`src/rtl/coalesce_pkg.sv`:
```
package coalesce_pkg;
  // Strobes sent from the control to the datapath each cycle
  typedef struct packed {
    logic capture;  // latch a new warp
    logic issue;    // current transaction handed off
  } strobe_t;
endpackage

```
`src/rtl/coalesce_ctrl.sv`:
```
module coalesce_ctrl
  import coalesce_pkg::*;
(
  input  logic    clk,
  input  logic    rstN,
  input  logic    reqValid,
  input  logic    txnReady,
  input  logic    pendingAny,
  output logic    reqReady,
  output logic    txnValid,
  output logic    doneValid,
  output strobe_t strobe
);
  typedef enum logic {IDLE, BUSY} state_t;
  state_t state, stateNext;

  always_comb begin
    reqReady       = (state == IDLE);
    txnValid       = (state == BUSY) && pendingAny;
    doneValid      = (state == BUSY) && !pendingAny;
    strobe.capture = reqValid && reqReady;
    strobe.issue   = txnValid && txnReady;
    stateNext      = state;
    if (strobe.capture) stateNext = BUSY;
    else if (doneValid) stateNext = IDLE;
  end

  always_ff @(posedge clk) begin
    if (!rstN) state <= IDLE;
    else       state <= stateNext;
  end

  // acceptance closes the request port on the next cycle
  assert_busy_after_accept_R1: assert property (@(posedge clk) disable iff (!rstN)
    strobe.capture |=> !reqReady);
  // a stalled transaction remains presented
  assert_stall_holds_R7: assert property (@(posedge clk) disable iff (!rstN)
    (txnValid && !txnReady) |=> txnValid);
  // done strobe reopens the request port
  assert_done_reopens_R1: assert property (@(posedge clk) disable iff (!rstN)
    doneValid |=> reqReady);
endmodule

```
`src/rtl/coalesce_dp.sv`:
```
module coalesce_dp
  import coalesce_pkg::*;
#(
  parameter int LANES        = 32,
  parameter int ADDR_W       = 32,
  parameter int ELEM_BYTES   = 4,
  parameter int SECTOR_BYTES = 32,
  parameter int LINE_BYTES   = 128,
  localparam int CNT_W  = $clog2(LANES + 1),
  localparam int BYTE_W = $clog2(LANES * LINE_BYTES + 1),
  localparam int LANE_W = $clog2(LANES)
)(
  input  logic                    clk,
  input  logic                    rstN,
  input  strobe_t                 strobe,
  input  logic                    lineMode,
  input  logic [LANES*ADDR_W-1:0] reqAddr,
  input  logic [LANES-1:0]        reqActive,
  output logic                    pendingAny,
  output logic [ADDR_W-1:0]       txnBase,
  output logic [LANES-1:0]        txnMask,
  output logic [CNT_W-1:0]        txnCount,
  output logic [BYTE_W-1:0]       bytesUsed,
  output logic [BYTE_W-1:0]       bytesFetched
);
  localparam logic [ADDR_W-1:0] SECTOR_KEEP = ~ADDR_W'(SECTOR_BYTES - 1);
  localparam logic [ADDR_W-1:0] LINE_KEEP   = ~ADDR_W'(LINE_BYTES - 1);

  logic [ADDR_W-1:0] addrReg [LANES];
  logic [LANES-1:0]  pending;
  logic              modeReg;
  logic [CNT_W-1:0]  activeCount;
  logic [LANE_W-1:0] leadIdx;
  logic [ADDR_W-1:0] leadAddr, segKeep;

  assign pendingAny = |pending;
  assign segKeep    = modeReg ? LINE_KEEP : SECTOR_KEEP;

  // lowest pending lane leads the next transaction
  always_comb begin
    leadIdx = '0;
    for (int i = LANES - 1; i >= 0; i--)
      if (pending[i]) leadIdx = LANE_W'(i);
  end
  assign leadAddr = addrReg[leadIdx];
  assign txnBase  = leadAddr & segKeep;

  // each pending lane compares its segment against the leader's
  for (genvar g = 0; g < LANES; g++) begin : gLaneHit
    assign txnMask[g] = pending[g] && (((addrReg[g] ^ leadAddr) & segKeep) == '0);
  end

  always_ff @(posedge clk) begin
    if (strobe.capture)
      for (int i = 0; i < LANES; i++) addrReg[i] <= reqAddr[i*ADDR_W +: ADDR_W];
  end

  always_ff @(posedge clk) begin
    if (!rstN) begin
      pending     <= '0;
      modeReg     <= 1'b0;
      activeCount <= '0;
      txnCount    <= '0;
    end else if (strobe.capture) begin
      pending     <= reqActive;
      modeReg     <= lineMode;
      activeCount <= CNT_W'($countones(reqActive));
      txnCount    <= '0;
    end else if (strobe.issue) begin
      pending  <= pending & ~txnMask;
      txnCount <= txnCount + 1'b1;
    end
  end

  assign bytesUsed    = BYTE_W'(activeCount) * BYTE_W'(ELEM_BYTES);
  assign bytesFetched = BYTE_W'(txnCount) * (modeReg ? BYTE_W'(LINE_BYTES) : BYTE_W'(SECTOR_BYTES));

  // checker state: lanes already served in this warp
  logic [LANES-1:0] servedMask, activeReg;
  always_ff @(posedge clk) begin
    if (!rstN) begin
      servedMask <= '0;
      activeReg  <= '0;
    end else if (strobe.capture) begin
      servedMask <= '0;
      activeReg  <= reqActive;
    end else if (strobe.issue) begin
      servedMask <= servedMask | txnMask;
    end
  end

  assert_disjoint_R8: assert property (@(posedge clk) disable iff (!rstN)
    strobe.issue |-> ((txnMask & servedMask) == '0));
  assert_union_R8: assert property (@(posedge clk) disable iff (!rstN)
    (strobe.issue && (txnMask == pending)) |=> (servedMask == activeReg));
  assert_count_bound_R3: assert property (@(posedge clk) disable iff (!rstN)
    txnCount <= CNT_W'(LANES));
  assert_stable_txn_R7: assert property (@(posedge clk) disable iff (!rstN)
    (pendingAny && !strobe.issue && !strobe.capture) |=> ($stable(txnBase) && $stable(txnMask)));
endmodule

```
`src/rtl/warp_coalescer.sv`:
```
module warp_coalescer
  import coalesce_pkg::*;
#(
  parameter int LANES        = 32,
  parameter int ADDR_W       = 32,
  parameter int ELEM_BYTES   = 4,
  parameter int SECTOR_BYTES = 32,
  parameter int LINE_BYTES   = 128
)(
  input  logic                                   clk,
  input  logic                                   rstN,
  input  logic                                   lineMode,
  input  logic                                   reqValid,
  output logic                                   reqReady,
  input  logic [LANES-1:0]                       reqActive,
  input  logic [LANES*ADDR_W-1:0]                reqAddr,
  output logic                                   txnValid,
  input  logic                                   txnReady,
  output logic [ADDR_W-1:0]                      txnBase,
  output logic [LANES-1:0]                       txnMask,
  output logic                                   doneValid,
  output logic [$clog2(LANES+1)-1:0]             doneTxnCount,
  output logic [$clog2(LANES*LINE_BYTES+1)-1:0]  doneBytesUsed,
  output logic [$clog2(LANES*LINE_BYTES+1)-1:0]  doneBytesFetched
);
  strobe_t strobe;
  logic    pendingAny;

  coalesce_ctrl uCtrl (
    .clk(clk), .rstN(rstN), .reqValid(reqValid), .txnReady(txnReady),
    .pendingAny(pendingAny), .reqReady(reqReady), .txnValid(txnValid),
    .doneValid(doneValid), .strobe(strobe)
  );

  coalesce_dp #(
    .LANES(LANES), .ADDR_W(ADDR_W), .ELEM_BYTES(ELEM_BYTES),
    .SECTOR_BYTES(SECTOR_BYTES), .LINE_BYTES(LINE_BYTES)
  ) uDp (
    .clk(clk), .rstN(rstN), .strobe(strobe), .lineMode(lineMode),
    .reqAddr(reqAddr), .reqActive(reqActive), .pendingAny(pendingAny),
    .txnBase(txnBase), .txnMask(txnMask), .txnCount(doneTxnCount),
    .bytesUsed(doneBytesUsed), .bytesFetched(doneBytesFetched)
  );
endmodule

```
`config.mk`:
```
export PLATFORM = sky130hd
export DESIGN_NAME = warp_coalescer
export DESIGN_NICKNAME = d
export VERILOG_FILES = /design/src/rtl/coalesce_pkg.sv /design/src/rtl/coalesce_ctrl.sv /design/src/rtl/coalesce_dp.sv /design/src/rtl/warp_coalescer.sv
export SDC_FILE = /design/constraint.sdc
export NUM_CORES = 2
export LEC_CHECK = 0
export BUFFER_PORTS_ARGS = -buffer_cell sky130_fd_sc_hd__buf_2
export CORE_AREA = 2 2 456 458
export DETAILED_ROUTE_END_ITERATION = 8
export DIE_AREA = 0 0 458 460
export PLACE_DENSITY = 0.53
export SKIP_LAST_GASP = 1
export SLEW_MARGIN = 20
export SYNTH_ARGS = -nofsm -noshare
export SYNTH_HDL_FRONTEND = slang
export SYNTH_HIERARCHICAL = 1
export SYNTH_SLANG_ARGS = --single-unit
```
`constraint.sdc`:
```
create_clock -name clk -period 27.2 [get_ports clk]
set_input_delay 5.44 -clock clk [delete_from_list [all_inputs] [get_ports clk]]
set_output_delay 5.44 -clock clk [all_outputs]
set_load 0.01 [all_outputs]
```
## Word level (Yosys, flattened, before mapping)

Memories as Yosys holds them, arrays and structs flattened.
Cells that the tools add are included.

- Div/mod/pow operators: 0
- Equality and inequality tests: 0
- $mul: 1
- Bitwise operators: 69
- Reductions and logical operators: 73
- $lt $le $gt $ge: 0
- Mux-type cells: 40
- Shift-type cells: 0
- $add $sub $neg: 32

Operators with widths:

| cell | count |
|---|---|
| $and A32 B32 Y32 | 34 |
| $logic_not A32 Y1 | 32 |
| $xor A32 B32 Y32 | 32 |
| $mux W5 | 32 |
| $add A6 B6 Y6 | 15 |
| $mux W32 | 2 |
| $logic_and A1 B1 Y1 | 36 |
| $add A1 B1 Y2 | 16 |
| $not A32 Y32 | 1 |
| $reduce_or A32 Y1 | 1 |
| $mul A6 B13 Y13 | 1 |
| $mux W8 | 1 |
| $mux W7 | 1 |
| $add A6 B1 Y6 const B | 1 |
| $mux W1 | 4 |
| $reduce_bool A2 Y1 | 2 |
| $not A1 Y1 | 2 |
| $reduce_or A2 Y1 | 1 |
| $logic_not A1 Y1 | 1 |

- Flip-flop bits (word level): 46
- Memories: 1
- Input bits: 1061
- Logic and storage cells: 221
- Output and inout port bits: 99
- RAM bits: 1024
- Latch bits: 0
- Bits in read-only memories: 0

Memory list:

| memory | words | width | rd ports | clocked after memory_dff | write ports | RTL line | source |
|---|---|---|---|---|---|---|---|
| uDp.addrReg | 32 | 32 | 33 | 0 | 32 | coalesce_dp.sv:29 | `logic [ADDR_W-1:0] addrReg [LANES];` |

## Logic depth before layout (Yosys ltp)

An unclocked memory read counts as a cell.

- Depth after elaboration: 41
- Mapped depth: 21
- Gate-level depth less buffers: 19

## Hierarchy

The synthesis kept the hierarchy.

Modules (own cells, without submodules):

| module | cells an instance | sequential area each (µm²) | instances | area each (µm²) |
|---|---|---|---|---|
| coalesce_dp | 3993 | 26845.7 | 1 | 49791.5 |
| coalesce_ctrl | 8 | 20.0 | 1 | 67.6 |

## Worst setup path after synthesis

OpenSTA, ideal clock, no wires.

- Kind: input port to flip-flop
- Start point: input reqValid
- End point: register uDp.pending[14]
- Library setup time: 0.132 ns
- Data arrival time: 12.411 ns
- Slack: 14.657 ns
- Data required time: 27.068 ns
- Stages: 8
- Path buffers: 4
- Cells stage by stage: nor2b_2 > buf_4 > clkbuf_1 > clkbuf_1 > clkbuf_1 > nor2_1 > o311ai_1 > nand3_1

RTL lines:

| element | RTL line | source |
|---|---|---|
| start, declared | warp_coalescer.sv:13 | `input logic reqValid,` |
| end signal, assigned | coalesce_dp.sv:65 | `pending <= reqActive;` |
| end signal, assigned | coalesce_dp.sv:70 | `pending <= pending & ~txnMask;` |
| end, declared | coalesce_dp.sv:30 | `logic [LANES-1:0] pending;` |

## Worst setup path in the final report

- Start point: register uDp.pending[1]
- End point: output txnMask[25]

- Cells in the longest elaborated chain, start to end: 7

RTL lines:

| element | RTL line | source |
|---|---|---|
| $mux W5 (2 in series) | coalesce_dp.sv:43 | `if (pending[i]) leadIdx = LANE_W'(i);` |
| $mem_v2 Z32 W32 | -- |  |
| $xor A32 B32 Y32 | coalesce_dp.sv:50 | `assign txnMask[g] = pending[g] && (((addrReg[g] ^ leadAddr) & segKeep) == '0);` |
| $and A32 B32 Y32 | coalesce_dp.sv:50 |  |
| $logic_not A32 Y1 | coalesce_dp.sv:50 |  |
| $logic_and A1 B1 Y1 | coalesce_dp.sv:50 |  |
| end, declared | warp_coalescer.sv:20 | `output logic [LANES-1:0] txnMask,` |

Every way passes these cells.

==> results.yml <==
synthesis:
  ys_seq_area_share_pct: 53.9
  synth_top_cell_area_share_pct: 52.0
  ys_types: 105
  synth-warning-count: 6
  syn_area_sq_mm: 0.0499
  synthFlopType: "edfxtp_1"
  synth_top_area_cell: "edfxtp_1"
  avgSynthCellArea_sq_um: 12.5
  synth.area.top_cells: "edfxtp_1 (52%), xor2_1 (8.8%), xnor2_1 (8.2%)"
  synth_common_cells: "edfxtp_1 (864), xor2_1 (500), xnor2_1 (467)"
  synth_edf_count: 864
  synth_seq_cells: 910
  async_flop_share_pct: 0
  syn_inst: 4001
  yosysMostFrequentCell: "edfxtp_1"
clock_network:
  cts.root.buffer_cell: "clkbuf_16"
  cts_max_level: 3
  numCtsBuffers: 110
  cts_resized: 0
  ctsHoldBuffers: 0
  cts_tree: "done"
  cts_setup_buffers: 0
  clkTransAtPathRegs_ns: 0.07
  clk_latency_ns: 0.82
  cts_max_path_buffers: 3
  cts_sinks: 910
drt:
  ant_nets: 0
  first_pass_iters: 8
  drc: 0
  wire_per_inst_microns: 38.3
  drt_iter0_drc: 5814
  via_count: 40741
  wirelength_microns: 300000
  viasPerCell: 5.20
timing:
  rsz0062_at_grt: "false"
  maxSlewViolCount: 1
  fin_crit_sh_pct: 56.7
  finalSetupViolCount: 0
  fin_tns_setup_ns: 0
  finalCriticalPeriod_ns: 15.42
  timing.final.ws_setup_ns: 11.78
  hold_viol: 0
  slew_headroom_pct: -0.106
  finalClockSkew_ns: 0.0595
  tightest_slew_ns: 1.49
  max_freq_mhz: 64.9
die:
  die_h_microns: 460
  initial_core_util_pct: 24.2
  pin_count: 1160
  rows: 167
  die_w_microns: 458
  dieArea_sq_mm: 0.211
  core_sq_mm: 0.206
flow_run:
  maxCapViolations: 1
global_routing:
  overflow: 0
  grt_util_met3_pct: 5.87
  use_met2_pct: 40.2
  met1_usage_pct: 38.1
  antenna_found_initial: 128
  grt_use_total_pct: 27.5
  first_global_vias: 38592
  grt_pass1_wl_microns: 381000
  grt-busiest-layer: "met2"
  grt_start_max_net_pins: 168
power:
  ir_drop_mv: 0.0616
  powerDensity_mw_per_mm2: 112
  p_leak_nw: 22.7
cells_and_area:
  syn2layout_area_growth_pct: 24.1
  seq_area_sq_mm: 0.0269
  nets: 6081
  multi_input_area_sq_mm: 0.0216
  fin_area_sq_mm: 0.0619
  finalCoreUtilization_pct: 30.0
  fill_cells: 21193
  stdcell_count: 7832
  drive_gt1_share_pct: 29.2
min_path:
  hp-class: "register to register"
placement:
  dp_slack_ns: 12.51
  placed_area_sq_mm: 0.0580
  place_inst: 7571
  port_buffers: 982
  place_congestion: 0.962
  dpl.hpwl_microns: 244000
setup_path:
  crit_arrival_ns: 9.98
  cp-start-kind: "register"
  cpMaxStageDelayCell: "nand4_1"
  cp_slowest_stage_delay_ns: 0.86
  worstPathMaxFanout: 50
  critPathBufInv: 7
  crit_path_end_kind: "output pin"
  worst-setup-path-type: "register to output pin"
  crit_family: "simple AND/OR/NAND/NOR gates"
  path_cells: "or2_1, buf_4, nor4b_2, o21ai_1, buf_4, o21ai_4, buf_4, buf_4, buf_4, mux4_2, and2_1, a31o_2, o31ai_4, buf_4, xnor2_1, nor4_1, nand4_1, nor4_2, and2_1, buf_2"
  required_ns: 21.76
  worst_path_most_repeated_cell: "buf_4"
outcome:
  violations: "capacitance limit, slew limit"
  outcome: "finished, violations left"
path summary, 6_finish.rpt:
check	from	end	slack (ns)	cells past startpoint
worst max register to register	uDp/pending[1]	uDp/pending[24]	18.24	19
worst max-delay path	uDp/pending[1]	txnMask[25]	11.78	20
worst min-delay path	uDp/activeCount[5]	uDp/activeCount[5]	0.49	2
worst min register to register	uDp/activeCount[5]	uDp/activeCount[5]	0.49	2
report_power, final:
part	internal (W)	switching, W	total [W]
Combinational	0.00114	0.00245	0.00360
Clock	0.000889	0.000675	0.00156
Sequential	0.00165	0.000110	0.00176
sequential cells by signal (all words and copies together), names as in the netlist:
signal / count
uDp/addrReg: 864
uDp/pending: 32
uDp/activeCount: 6
uDp/txnCount: 6
uCtrl/state: 1
uDp/modeReg: 1
per-layer routing:
layer | wire length, microns | up-vias
met1 | 129000 | 20554
met5 | 115 | -
met2 | 126000 | 2920
met3 | 26900 | 517
met4 | 18000 | 20
li1 | - | 16730
kinds of logic after synthesis:
group	synth area share (%)
and+or+nand+nor	11.0
DFF	53.9
xor gates and xnor gates	17.0
muxes	6.35
AOI/OAI and AO/OA	6.66
other	0.00752
buffers and inverters	3.73
adders and majority gates	1.41
through the flow:
step	hold slack (ns)	power [W]
after detailed placement	0.479	0.00529
after floorplan	0.499	0.00392
after global placement	0.469	0.00527
after CTS	0.495	0.00688
after global routing	0.523	0.00713
final	0.489	0.00692
worst register-to-register path, stage by stage, from the launching register on:
cell	delay [ns]
dfxtp_1	0.42
or2_1	0.26
buf_4	0.21
nor4b_2	0.75
o21ai_1	0.14
buf_4	0.23
o21ai_4	0.13
buf_4	0.49
buf_4	0.72
buf_4	0.77
mux4_2	0.47
and2_1	0.22
a31o_2	0.25
o31ai_4	0.69
buf_4	0.56
xnor2_1	0.14
nor4_1	0.83
nand4_1	0.84
nor4_2	0.56
o211ai_1	0.15
area by class of cell:
cell class	count	share of cell area (%)
flip-flops and latches	910	43.4
multi-input cells	2780	34.9
repair buffers	1107	9.54
well taps	2704	5.47
clock buffers	129	4.61
clock inverters	78	1.41
inverters	70	0.425
diodes	54	0.218
cells in the final DEF (no fill, tap or decap), types with 19 or more instances in the layout:
master	synthesis	routed
dfxtp_1	46	45
fa_1	25	25
nor3_1	44	43
mux2_2	19	19
a22oi_1	24	24
xnor2_1	467	467
o21ai_0	31	30
mux4_2	60	60
conb_1	1	20
o211ai_1	48	48
or4_1	19	19
a21oi_1	106	104
xor2_1	500	500
and2_1	32	30
nor2_1	151	140
o22ai_1	27	27
mux2i_1	159	159
a31oi_1	33	33
buf_2	84	981
nor4_1	113	86
inv_1	70	70
clkbuf_16	0	111
edfxtp_1	864	864
nand4_1	114	114
clkinv_2	0	21
nand2_1	335	332
a32oi_1	25	25
nor4_2	12	35
buf_4	79	122
diode_2	0	54
nand3_1	137	136
(Power assumes the default switching activity.)
